## config.mk

```make
export PLATFORM = sky130hd
export DESIGN_NAME = gate_fill_arb
export DESIGN_NICKNAME = d
export VERILOG_FILES = /design/src/rtl/gate_fill_pkg.sv /design/src/rtl/gfa_wire_time.sv /design/src/rtl/gfa_prio_pick.sv /design/src/rtl/gfa_sched.sv /design/src/rtl/gate_fill_arb.sv
export SDC_FILE = /design/constraint.sdc
export NUM_CORES = 1
export LEC_CHECK = 0
export ABC_AREA = 1
export BUFFER_PORTS_ARGS = -buffer_cell sky130_fd_sc_hd__buf_2
export CAP_MARGIN = 20
export CORE_MARGIN = 1.5
export CORE_UTILIZATION = 58
export CTS_BUF_LIST = sky130_fd_sc_hd__clkbuf_4 sky130_fd_sc_hd__clkbuf_8
export DETAILED_ROUTE_END_ITERATION = 7
export HOLD_SLACK_MARGIN = 0.1
export PLACE_DENSITY = 0.84
export SYNTH_ARGS = -nofsm -noshare
export SYNTH_HDL_FRONTEND = slang
export SYNTH_HIERARCHICAL = 1
export SYNTH_SLANG_ARGS = --single-unit
```

## constraint.sdc

```tcl
create_clock -name clk -period 9.8 [get_ports clk]
set_clock_uncertainty 0.05 [all_clocks]
set_input_delay 1.96 -clock clk [delete_from_list [all_inputs] [get_ports clk]]
set_output_delay 1.96 -clock clk [all_outputs]
set_load 0.005 [all_outputs]
```

## src/rtl/gate_fill_pkg.sv

```systemverilog
package gate_fill_pkg;

  // Bytes of preamble plus inter-frame gap added to every frame.
  localparam int unsigned WIRE_OVERHEAD = 20;

  typedef enum logic [1:0] {
    SPD_GIG     = 2'd0,
    SPD_100M    = 2'd1,
    SPD_10M     = 2'd2,
    SPD_10M_ALT = 2'd3
  } link_speed_e;

endpackage

```

## src/rtl/gfa_wire_time.sv

```systemverilog
module gfa_wire_time
  import gate_fill_pkg::*;
#(
  parameter int LEN_W = 11,
  parameter int WT_W  = LEN_W + 7
) (
  input  logic [LEN_W-1:0] len,
  input  logic [1:0]       speed,
  output logic [WT_W-1:0]  wt
);

  logic [WT_W-1:0] bytes_on_wire;

  always_comb begin
    bytes_on_wire = WT_W'(len) + WT_W'(WIRE_OVERHEAD);
    case (link_speed_e'(speed))
      SPD_GIG:  wt = bytes_on_wire;
      SPD_100M: wt = WT_W'(bytes_on_wire * WT_W'(10));
      default:  wt = WT_W'(bytes_on_wire * WT_W'(100));
    endcase
  end

endmodule

```

## src/rtl/gfa_prio_pick.sv

```systemverilog
module gfa_prio_pick #(
  parameter int N = 8
) (
  input  logic [N-1:0] req,
  output logic         any,
  output logic [N-1:0] onehot
);

  always_comb begin
    onehot = '0;
    for (int p = 0; p < N; p++) begin
      if (req[p]) onehot = N'(1) << p;
    end
    any = |req;
  end

endmodule

```

## src/rtl/gfa_sched.sv

```systemverilog
module gfa_sched #(
  parameter int CNT_W = 16,
  parameter int NPRIO = 8
) (
  input  logic             clk,
  input  logic             rst,
  input  logic [CNT_W-1:0] ent_count,
  input  logic [NPRIO-1:0] ent_allow,
  input  logic [NPRIO-1:0] express_mask,
  output logic             fetch_req,
  output logic [CNT_W-1:0] rem,
  output logic [NPRIO-1:0] cur_allow,
  output logic [NPRIO-1:0] last_open,
  output logic             single_class
);

  assign fetch_req = (rem == '0);

  always_ff @(posedge clk) begin
    if (rst) begin
      rem       <= '0;
      cur_allow <= '0;
      last_open <= '0;
    end else if (fetch_req) begin
      rem       <= ent_count;
      cur_allow <= ent_allow;
      if (ent_allow != '0) last_open <= ent_allow;
    end else begin
      rem <= rem - CNT_W'(1);
    end
  end

  assign single_class = (last_open != '0) &&
                        (((last_open & ~express_mask) == '0) ||
                         ((last_open & express_mask) == '0));

  AST_ENTRY_RELOAD: assert property (@(posedge clk) disable iff (rst)
    fetch_req |=> (rem == $past(ent_count)));
  AST_COUNT_STEP: assert property (@(posedge clk) disable iff (rst)
    !fetch_req |=> (rem == $past(rem) - CNT_W'(1)));

endmodule

```

## src/rtl/gate_fill_arb.sv

```systemverilog
module gate_fill_arb #(
  parameter int NPRIO    = 8,
  parameter int CNT_W    = 16,
  parameter int LEN_W    = 11,
  parameter int MARGIN_W = 10
) (
  input  logic                   clk,
  input  logic                   rst,
  output logic                   fetch_req,
  input  logic [CNT_W-1:0]       ent_count,
  input  logic [NPRIO-1:0]       ent_allow,
  input  logic [NPRIO-1:0]       q_valid,
  input  logic [NPRIO*LEN_W-1:0] q_len,
  input  logic [1:0]             link_speed,
  input  logic                   fill_en,
  input  logic [MARGIN_W-1:0]    fill_margin,
  input  logic [NPRIO-1:0]       express_mask,
  output logic [NPRIO-1:0]       grant,
  output logic                   start
);

  localparam int WT_W  = LEN_W + 7;
  localparam int CMP_W = ((WT_W > CNT_W) ? WT_W : CNT_W) + 2;

  logic [CNT_W-1:0] rem;
  logic [NPRIO-1:0] cur_allow, last_open;
  logic             single_class;

  gfa_sched #(.CNT_W(CNT_W), .NPRIO(NPRIO)) u_sched (
    .clk         (clk),
    .rst         (rst),
    .ent_count   (ent_count),
    .ent_allow   (ent_allow),
    .express_mask(express_mask),
    .fetch_req   (fetch_req),
    .rem         (rem),
    .cur_allow   (cur_allow),
    .last_open   (last_open),
    .single_class(single_class)
  );

  logic [WT_W-1:0]  wt [NPRIO];
  logic [NPRIO-1:0] fits;
  logic [NPRIO-1:0] pick_oh;

  for (genvar p = 0; p < NPRIO; p++) begin : g_prio
    gfa_wire_time #(.LEN_W(LEN_W), .WT_W(WT_W)) u_wt (
      .len  (q_len[p*LEN_W +: LEN_W]),
      .speed(link_speed),
      .wt   (wt[p])
    );
    assign fits[p] = (CMP_W'(wt[p]) + CMP_W'(fill_margin)) <= CMP_W'(rem);
  end

  logic [WT_W-1:0]  busy;
  logic             guard_entry, fill_ok, wire_ready;
  logic [NPRIO-1:0] req;
  logic             pick_any;
  logic [WT_W-1:0]  sel_wt;

  assign guard_entry = (cur_allow == '0);
  assign fill_ok     = fill_en && guard_entry && single_class;
  assign wire_ready  = (busy == '0) && (rem != '0);

  always_comb begin
    req = '0;
    if (wire_ready) begin
      if (!guard_entry) req = q_valid & cur_allow;
      else if (fill_ok) req = q_valid & ~last_open & fits;
    end
  end

  gfa_prio_pick #(.N(NPRIO)) u_pick (
    .req   (req),
    .any   (pick_any),
    .onehot(pick_oh)
  );

  always_comb begin
    sel_wt = '0;
    for (int p = 0; p < NPRIO; p++) begin
      if (pick_oh[p]) sel_wt = sel_wt | wt[p];
    end
  end

  always_ff @(posedge clk) begin
    if (rst) begin
      busy  <= '0;
      start <= 1'b0;
      grant <= '0;
    end else begin
      start <= pick_any;
      grant <= pick_any ? pick_oh : '0;
      if (pick_any)          busy <= sel_wt - WT_W'(1);
      else if (busy != '0)   busy <= busy - WT_W'(1);
    end
  end

  AST_GRANT_ONE_HOT: assert property (@(posedge clk) disable iff (rst)
    start |-> ($countones(grant) == 1));
  AST_GRANT_QUIET: assert property (@(posedge clk) disable iff (rst)
    !start |-> (grant == '0));
  AST_WIRE_BUSY_HOLD: assert property (@(posedge clk) disable iff (rst)
    (busy != '0) |=> !start);
  AST_NO_START_AT_FETCH: assert property (@(posedge clk) disable iff (rst)
    (rem == '0) |=> !start);
  AST_WINDOW_MASK: assert property (@(posedge clk) disable iff (rst)
    (start && $past(cur_allow != '0)) |-> ((grant & $past(cur_allow)) != '0));
  AST_FILL_ENABLED: assert property (@(posedge clk) disable iff (rst)
    (start && $past(cur_allow == '0)) |-> $past(fill_en));
  AST_FILL_ONE_CLASS: assert property (@(posedge clk) disable iff (rst)
    (start && $past(cur_allow == '0)) |-> $past(single_class));
  AST_FILL_NOT_TIMED: assert property (@(posedge clk) disable iff (rst)
    (start && $past(cur_allow == '0)) |-> ((grant & $past(last_open)) == '0));

endmodule

```

* Word-level counts from Yosys, hierarchy flattened
Index checks and enable logic that the tools add are counted.
Widths: inputs -> output; s select.
** Word-level totals
- Word-level logic and storage cells :: 114
- Output and inout bits :: 10
- Register bits after elaboration :: 59
- Input bits :: 143
** Cells by class
- $mul :: 16
- Equal/unequal tests :: 1
- Add/subtract/negate cells :: 19
- Multiplexer cells :: 30
- Magnitude comparators :: 8
- Bitwise gates (word level) :: 15
- Reduce and logical (&&, ||, !) cells :: 19
** Operator list (count)
- $pmux 18 s2 :: 8
- $mux 18 :: 10
- $add 18x10->19 :: 8
- $le 19x16->1 :: 8
- $mul 18x3->17 const B :: 8
- $mul 18x5->16 const B :: 8
- $or 18x18->18 :: 7
- $add 11x5->12 const B :: 8
- $and 8x8->8 :: 5
- $sub 18x1->18 const B :: 2
- $mux 8 :: 4
- $logic_not 8->1 :: 3
- $logic_not 18->1 :: 1
- $reduce_bool 18->1 :: 1
- $logic_not 16->1 :: 1
- $mux 16 :: 1
- $not 8->8 :: 2
- $reduce_bool 16->1 :: 1
- $reduce_bool 8->1 :: 2
- $sub 16x1->16 const B :: 1
- $reduce_or 8->1 :: 1
- $mux 7 :: 1
- $mux 6 :: 1
- $mux 5 :: 1
- other kinds (12) :: 15

* Longest topological paths before layout
Gate-level depths: netlist of the first run.
- Depth in word-level cells :: 34
- Depth in mapped cells :: 55
- Depth with buffers taken out :: 53

* Modules after synthesis
Netlist of the first run, hierarchy kept.
** By module, submodules not included
- gate_fill_arb :: area an instance 11030.6 µm², times used 1, cells an instance 1856, sequential area each 540.5 µm²
- gfa_wire_time (g_prio[0].u_wt ...) :: area an instance 2434.8 µm², times used 4, cells an instance 411, sequential area each 0.0 µm²
- gfa_wire_time (g_prio[4].u_wt ...) :: area an instance 2347.3 µm², times used 3, cells an instance 402, sequential area each 0.0 µm²
- gfa_wire_time (g_prio[7].u_wt) :: area an instance 2356.0 µm², times used 1, cells an instance 406, sequential area each 0.0 µm²
- gfa_sched :: area an instance 1854.3 µm², times used 1, cells an instance 296, sequential area each 640.6 µm²
- gfa_prio_pick :: area an instance 125.1 µm², times used 1, cells an instance 30, sequential area each 0.0 µm²

* Worst setup path before layout of the first run
No wires, ideal clock.
- Path type :: input -> register
- From :: input q_len[24]
- To :: register busy[16]
- Data required time :: 9.680 ns
- Path buffers :: 2
- Setup time :: 0.070 ns
- Stages :: 55
- Path slack :: 1.576 ns
- Arrival time :: 8.104 ns
- Cells stage by stage :: ha_1 -> or2_4 -> nand2_1 -> nand2_1 -> nand2_2 -> inv_1 -> ha_1 -> ha_1 -> inv_1 -> fa_1 -> inv_1 -> ha_1 -> nand2_1 -> inv_1 -> nand2_1 -> nand2_1 -> inv_1 -> nand2_1 -> [19 not listed] -> nor2_1 -> nand2_1 -> nor2_2 -> buf_6 -> buf_6 -> nand2_1 -> nand3_1 -> nor2_1 -> a22oi_2 -> inv_1 -> ha_1 -> nand3_1 -> inv_2 -> nand2_1 -> clkinv_1 -> nand2_1 -> nand2_1 -> a21oi_1
** RTL lines
- from (decl) :: line gate_fill_arb.sv:13 : input logic [NPRIO*LEN_W-1:0] q_len,
- to (signal assigned) :: line gate_fill_arb.sv:94 : if (pick_any) busy <= sel_wt - WT_W'(1);
- to (signal assigned) :: line gate_fill_arb.sv:95 : else if (busy != '0) busy <= busy - WT_W'(1);
- to (decl) :: line gate_fill_arb.sv:55 : logic [WT_W-1:0] busy;

==> results.py, run 1 <==
metrics = {
    "clock_network": {
        "ctsHoldBuffers": 0,
        "cts_made_buffers": 9,
        "clock_path_buffers": 2,
        "cts_tree": "built",
        "root_buffer": "clkbuf_8",
        "cts.sink_count": 59,
        "clkSlewWorstSetupHoldPaths_ps": 60,
        "clock_latency_ps": 380,
        "h-tree-depth": 3,
    },
    "power_and_ir_drop": {
        "post-layout-total-power_mw": 6.85,
        "peakVddDrop_mv": 0.140,
        "leakage_nw": 19.7,
        "power.density_mw_per_mm2": 202,
    },
    "drt": {
        "drt_iter0_markers": 2621,
        "first_pass_iters": 6,
        "ant_nets": 0,
        "num_vias": 35400,
        "wirelength_mm": 102,
        "vias_per_cell": 5.59,
        "drc": 0,
        "routedWlPerCell_microns": 16.1,
    },
    "critical_path": {
        "crit_arrival_ps": 9420,
        "cpMaxStageDelayCell": "fa_1",
        "crit_fanout": 19,
        "cp-start-kind": "primary input",
        "setup.worst_path.end_class": "register",
        "worstSetupPathType": "in2reg",
        "cp.required_ps": 10040,
        "cpMostUsedCell": "nand2_1",
        "cpPeakStageDelay_ps": 530,
    },
    "grt": {
        "gr-total-overflow": 0,
        "antenna_found_initial": 4,
        "grt_pass1_wl_mm": 163,
        "grt_max_degree": 42,
        "grt_pass1_vias": 33000,
        "grt_use_total_pct": 35.3,
    },
    "sta": {
        "final-setup-viol-count": 0,
        "final.min_clock_period_ps": 9170,
        "tightest_slew_ps": 895,
        "setup_ws_ps": 627,
        "finalCritPeriodShare_pct": 93.6,
        "slew_viol_final": 0,
        "finalHoldViolCount": 0,
        "setup_tns_ps": 0,
        "holdWs_ps": 418,
        "maxSlewHeadroom_pct": 40.1,
        "fmax_mhz": 109,
        "rsz0062_at_grt": "no",
    },
    "final_layout": {
        "fin_nets": 6420,
        "finalInstanceArea_sq_mm": 0.0340,
        "instances_no_fill": 6332,
        "final_core_util_pct": 61.8,
        "drive_above_1_share_pct": 7.93,
        "synthToLayoutAreaGrowth_pct": 5.75,
    },
    "logic_synthesis": {
        "synthDistinctLibCells": 62,
        "synth_seq_cells": 59,
        "postSynthCellCount": 5438,
        "synthesis.area_sq_mm": 0.0321,
        "synth.yosys.seq_area_share_pct": 3.67,
        "ys_warn_count": 6,
        "avgSynthCellArea_sq_um": 5.91,
        "syn_nets": 6280,
    },
    "placed_design": {
        "post_dp_cell_area_sq_mm": 0.0337,
        "dp_cells": 6313,
        "portBuffers": 152,
        "routabilityCongestion": 1.04,
        "hpwl_mm": 85.4,
        "dp_slack_ps": 105,
    },
    "floorplan": {
        "io_pins": 153,
        "coreArea_sq_mm": 0.0550,
        "die_w_microns": 238,
        "die_h_microns": 238,
        "start_util_pct": 58.5,
        "die_area_sq_mm": 0.0568,
        "row_count": 86,
    },
    "flow_run": {
        "maxCapViolCount": 0,
    },
    "run_status": {
        "status": "finished clean",
    },
    "min_path": {
        "worstHoldPathType": "reg2reg",
    },
}
sequential cells by signal (all words and copies together) (netlist names):
signal	cells
start	1
u_sched/rem	16
grant	8
busy	18
u_sched/cur_allow	8
u_sched/last_open	8
where the power goes:
part,total [mW],switching (mW),internal (mW),leakage [nW]
clock network,0.288,0.120,0.168,0.119
logic,6.18,3.99,2.19,19.1
registers,0.384,0.0774,0.307,0.482
layout by cell type (no fill, tap or decap), types with 5 or more instances in the layout:
cell / count
ha_1: 635
o22ai_1: 14
o21bai_1: 16
dfxtp_1: 59
a21o_1: 31
nand3_1: 477
nor4_1: 13
inv_2: 39
inv_4: 5
or2_2: 30
o21ai_2: 6
nand3b_1: 50
nand2_1: 1687
a21boi_0: 10
a31oi_1: 9
nand2_2: 57
buf_4: 31
and2_1: 11
nor2_4: 15
o211ai_1: 28
clkbuf_8: 9
o21ai_1: 13
nand2_4: 8
xor2_1: 132
nand3_2: 10
nor2_1: 553
a21oi_1: 255
buf_2: 151
nand4_1: 75
nor3_1: 29
fa_1: 64
o21ai_0: 83
inv_1: 802
xnor2_1: 51
nor2_2: 35
o221ai_1: 20
a21oi_2: 6
repair_timing:
| item | CTS | global route |
|---|---|---|
| endpoints found under the hold margin | 0 | 0 |
| resized for setup | 0 | 2 |
| buffers inserted | 0 | 2 |
| setup endpoints to repair | 0 | 8 |
Yosys cell counts (all sizes together):
library cell,number,area [sq um]
a211oi,3,22.5
a21boi,10,75.1
a21o,31,233
a21oi,262,1340
a221oi,1,8.76
a22oi,5,42.5
a31o,1,8.76
a31oi,9,56.3
and2,11,68.8
and3,2,12.5
buf,38,312
clkbuf,17,63.8
clkinv,2,12.5
dfxtp,59,1180
fa,64,1280
ha,635,7950
inv,846,3190
nand2,1752,6780
nand3,491,2560
nand3b,50,375
nand4,76,482
nor2,603,2460
nor2b,1,6.26
nor3,30,150
nor3b,4,30.0
nor4,13,81.3
o211ai,28,210
o21a,3,22.5
o21ai,102,533
o21bai,16,120
o221ai,20,175
o22ai,16,113
o31a,1,8.76
or2,36,235
or3,1,6.26
xnor2,59,622
xor2,140,1330
final timing paths:
| check | startpoint | end | slack, ps | cells after the start |
|---|---|---|---|---|
| setup reg to reg | u_sched/rem[8]$_SDFF_PP0_ | busy[10]$_SDFFE_PP0P_ | 5010 | 26 |
| hold / removal | u_sched/cur_allow[0]$_SDFFE_PP0P_ | u_sched/cur_allow[0]$_SDFFE_PP0P_ | 420 | 2 |
| hold reg to reg | u_sched/cur_allow[0]$_SDFFE_PP0P_ | u_sched/cur_allow[0]$_SDFFE_PP0P_ | 420 | 2 |
| setup / recovery | q_len[24] | busy[16]$_SDFFE_PP0P_ | 630 | 53 |
worst max-delay path, delay by kind of cell:
kind,cells,cell delay [ps]
AND/OR/NAND/NOR,27,2890
XOR/XNOR,1,140
buffers and inverters,12,1180
adder cells (fa/ha/maj),7,2200
AO/OA/AOI/OAI,6,1030
cell families after synthesis:
kind of cell | count (synthesis) | share of synthesized area, %
and+or+nand+nor | 3070 | 41.2
AOI/OAI and AO/OA | 508 | 9.24
adders and majority gates | 699 | 28.7
buffers and inverters | 903 | 11.1
xor gates and xnor gates | 199 | 6.08
DFF | 59 | 3.67
final cells by class:
type                    instances  area, sq um
clock buffers                   9          124
multi-input cells            4476        27400
flip-flops and latches         59         1180
well taps                     748          936
repair buffers                184         1030
clock inverters                 7          116
fillers                      5473        21000
inverters                     848         3200
diodes                          1         2.50
layer usage:
layer | up-vias | routed length (microns) | GRT usage [%] | part of all wire [%]
li1 | 17800 | - | - | -
met2 | 1342 | 46000 | 59.5 | 45
met5 | - | 37 | 0 | 0.036
met4 | 6 | 5650 | 18.0 | 5.5
met1 | 15900 | 42700 | 44.4 | 42
met3 | 326 | 7730 | 3.96 | 7.6
No activity file was read; power rests on OpenSTA's default activity.
==> run 2: changes to the inputs <==
ABC_AREA = unset   (was 1)
SETUP_SLACK_MARGIN = 0.1   (was unset)
==> run 2 against run 1 <==
Critical path depth fell by 16; sequential power rose by 12%; maximum frequency fell by 2.7%; combinational power rose by 3%; final area fell by 4.3%; worst hold slack improved by 38 ps; non-clock buffer count rose by 226; routed wire length fell by 7.6%; die area fell by 9.7%; core utilization rose by 4.4 points; count of clock-buffer cells in the layout rose by 1; critical path type unchanged.
==> results.py, run 2 <==
metrics = {
    "run_status": {
        "status": "finished clean",
    },
    "logic_synthesis": {
        "synthArstFlopShare_pct": 0,
        "avgSynthCellArea_sq_um": 7.99,
        "postSynthCellCount": 3627,
        "syn_nets": 4469,
        "synth_top_area_share_pct": 27.4,
        "synthTopCellsByCount": "ha_1 (635), inv_1 (318), nor2_1 (316)",
        "synth_edf_count": 0,
        "synth_seq_cells": 59,
        "ys_warn_count": 6,
        "synthTopCellsByArea": "ha_1 (27%), xnor2_1 (5.6%), fa_1 (4.4%)",
        "synthesis.area_sq_mm": 0.0290,
        "synth_ff_type": "dfxtp_1",
        "synthDistinctLibCells": 111,
        "synth.yosys.seq_area_share_pct": 4.08,
        "synth.most_common_cell": "ha_1",
        "synth_largest_area_cell": "ha_1",
    },
    "critical_path": {
        "critPathLaunch": "q_len[24]",
        "regToRegSetupSlack_ps": 3410,
        "reg2reg_depth": 19,
        "timing.rr.end": "busy[14]$_SDFFE_PP0P_",
        "setup.worst_path.end_class": "register",
        "cp.required_ps": 9990,
        "crit_fanout": 8,
        "r2r_start": "u_sched/rem[0]$_SDFF_PP0_",
        "cpMaxStageDelayCell": "fa_1",
        "cp-start-kind": "primary input",
        "crit_end": "busy[14]$_SDFFE_PP0P_",
        "worstSetupPathType": "in2reg",
        "cpPeakStageDelay_ps": 520,
        "crit_arrival_ps": 9620,
        "cpMostUsedCell": "ha_1",
    },
    "final_layout": {
        "regMostFlops": "busy",
        "largest_register_ffs": 18,
        "synthToLayoutAreaGrowth_pct": 12.3,
        "final_common_cell": "ha_1",
        "instances_no_fill": 4639,
        "fill_cells": 4122,
        "drive_above_1_share_pct": 17.2,
        "final_cell_mix": "ha_1 (635), inv_1 (315), nor2_1 (315)",
        "reg_top3": "busy: 18 flops, u_sched/rem: 16 flops",
        "fin_nets": 4810,
    },
    "power_and_ir_drop": {
        "p_sw_mw": 3.85,
        "power.internal_mw": 3.15,
        "seq_power_share_pct": 6.1,
        "pwr-share-comb_pct": 90.6,
        "p_clk_share_pct": 3.3,
        "post-layout-total-power_mw": 7.01,
        "power.density_mw_per_mm2": 215,
        "leakage_nw": 15.5,
        "power.share.switching_pct": 55.0,
        "peakVddDrop_mv": 0.122,
    },
    "clock_network": {
        "h-tree-depth": 3,
        "root_buffer": "clkbuf_8",
        "cts_made_buffers": 9,
        "ctsHoldBuffers": 0,
        "clock_path_buffers": 2,
        "cts.sink_count": 59,
        "clkSlewWorstSetupHoldPaths_ps": 90,
        "cts_tree": "built",
        "clock_latency_ps": 380,
    },
    "flow_run": {
        "maxCapViolCount": 0,
    },
    "grt": {
        "grt_pass1_vias": 28100,
        "antenna_found_initial": 4,
        "grt_max_degree": 47,
        "grt_use_total_pct": 36.1,
        "grt_pass1_wl_mm": 147,
        "gr-total-overflow": 0,
    },
    "sta": {
        "slew_viol_final": 0,
        "final.min_clock_period_ps": 9430,
        "fmax_mhz": 106,
        "finalHoldViolCount": 0,
        "rsz0062_at_grt": "yes",
        "finalCritPeriodShare_pct": 96.2,
        "setup_ws_ps": 373,
        "maxSlewHeadroom_pct": 31.7,
        "final-setup-viol-count": 0,
        "tightest_slew_ps": 1020,
    },
    "floorplan": {
        "row_count": 81,
        "start_util_pct": 59.0,
        "die_h_microns": 227,
        "io_pins": 153,
        "die_w_microns": 227,
        "coreArea_sq_mm": 0.0492,
        "die_area_sq_mm": 0.0513,
    },
    "drt": {
        "num_vias": 29500,
        "drt_iter0_markers": 2706,
        "first_pass_iters": 7,
        "drc": 0,
        "wirelength_mm": 94.3,
        "vias_per_cell": 6.36,
        "ant_nets": 0,
        "routedWlPerCell_microns": 20.3,
    },
    "min_path": {
        "worstHoldPathType": "reg2reg",
    },
    "placed_design": {
        "routabilityCongestion": 1.06,
        "portBuffers": 152,
        "dp_slack_ps": -100,
        "dp_cells": 4615,
        "hpwl_mm": 77.3,
    },
}
==> run 2: cell count changes in the layout (fill, tap and decap cells not counted), moves of 82 or more <==
cell,change
o21ai_0,+82
nand2_1,-1479
inv_1,-487
xnor2_1,+133
nor2_1,-238
nand3_1,-396
buf_4,+226
==> run 2: power groups by stage <==
stage,combinational (mW),sequential (mW),clock [mW]
after floorplan,4.32,0.383,0
after global placement,5.91,0.426,0
after detailed placement,6.05,0.426,0
after CTS,6.09,0.422,0.226
after global routing,6.95,0.435,0.237
final,6.35,0.429,0.228
==> run 2: timing repair <==
action                                  4_1_cts  5_1_grt
resized for setup                             0       50
buffers inserted                              0        6
endpoints found under the setup margin        0       15
==> run 2: routing by layer <==
layer / wire [microns] / global-route usage, %
met1: 39200 / 46.5
met4: 4820 / 16.1
met3: 8140 / 5.20
met2: 42200 / 59.4
met5: 25 / 0
==> run 2: final cells by class <==
| class | instances | area [sq um] | area share, % |
|---|---|---|---|
| Multi-Input combinational cell | 3156 | 26400 | 81.0 |
| Timing Repair Buffer | 410 | 2740 | 8.42 |
| Inverter | 332 | 1250 | 3.83 |
| Sequential cell | 59 | 1180 | 3.63 |
| Tap cell | 664 | 831 | 2.55 |
| Clock buffer | 10 | 138 | 0.423 |
| Clock inverter | 6 | 47.5 | 0.146 |
| Antenna cell | 2 | 5.00 | 0.0154 |
==> run 2: cell families after synthesis <==
kind of cell	Yosys count	synth area share, %
AO/OA/AOI/OAI	1019	25.6
AND/OR/NAND/NOR	1024	18.7
flip-flops	59	4.08
multiplexers	72	2.66
adder cells (fa/ha/maj)	699	31.8
XOR/XNOR	342	11.4
buffers and inverters	412	5.78
==> run 2: worst min-delay path by stage <==
stage / from / cells after the start / to
floorplan: u_sched/cur_allow[1]$_SDFFE_PP0P_ / 2 / u_sched/cur_allow[1]$_SDFFE_PP0P_
CTS: u_sched/cur_allow[7]$_SDFFE_PP0P_ / 2 / u_sched/cur_allow[7]$_SDFFE_PP0P_
global route: u_sched/cur_allow[7]$_SDFFE_PP0P_ / 2 / u_sched/cur_allow[7]$_SDFFE_PP0P_
global placement: u_sched/cur_allow[5]$_SDFFE_PP0P_ / 2 / u_sched/cur_allow[5]$_SDFFE_PP0P_
detailed placement: u_sched/cur_allow[7]$_SDFFE_PP0P_ / 2 / u_sched/cur_allow[7]$_SDFFE_PP0P_
finish: u_sched/cur_allow[5]$_SDFFE_PP0P_ / 2 / u_sched/cur_allow[5]$_SDFFE_PP0P_
==> run 2: stage by stage <==
step / instance area [sq um] / hold slack [ps] / TNS (ps) / util, %
2_1_floorplan: 29000 / 395 / 0 / -
3_3_place_gp: 32100 / 416 / 0 / 65.3
3_5_place_dp: 32100 / 441 / -105 / 65.3
4_1_cts: 32300 / 454 / 0 / 65.7
5_1_grt: 32500 / 491 / 0 / 66.2
6_report: 32500 / 456 / 0 / 66.2
==> run 2: critical path: cells and delay by family <==
| family | cells | cell delay (ps) |
|---|---|---|
| XOR/XNOR | 3 | 740 |
| AND/OR/NAND/NOR | 10 | 1650 |
| buffers and inverters | 7 | 930 |
| AO/OA/AOI/OAI | 12 | 2570 |
| adder cells (fa/ha/maj) | 5 | 1740 |
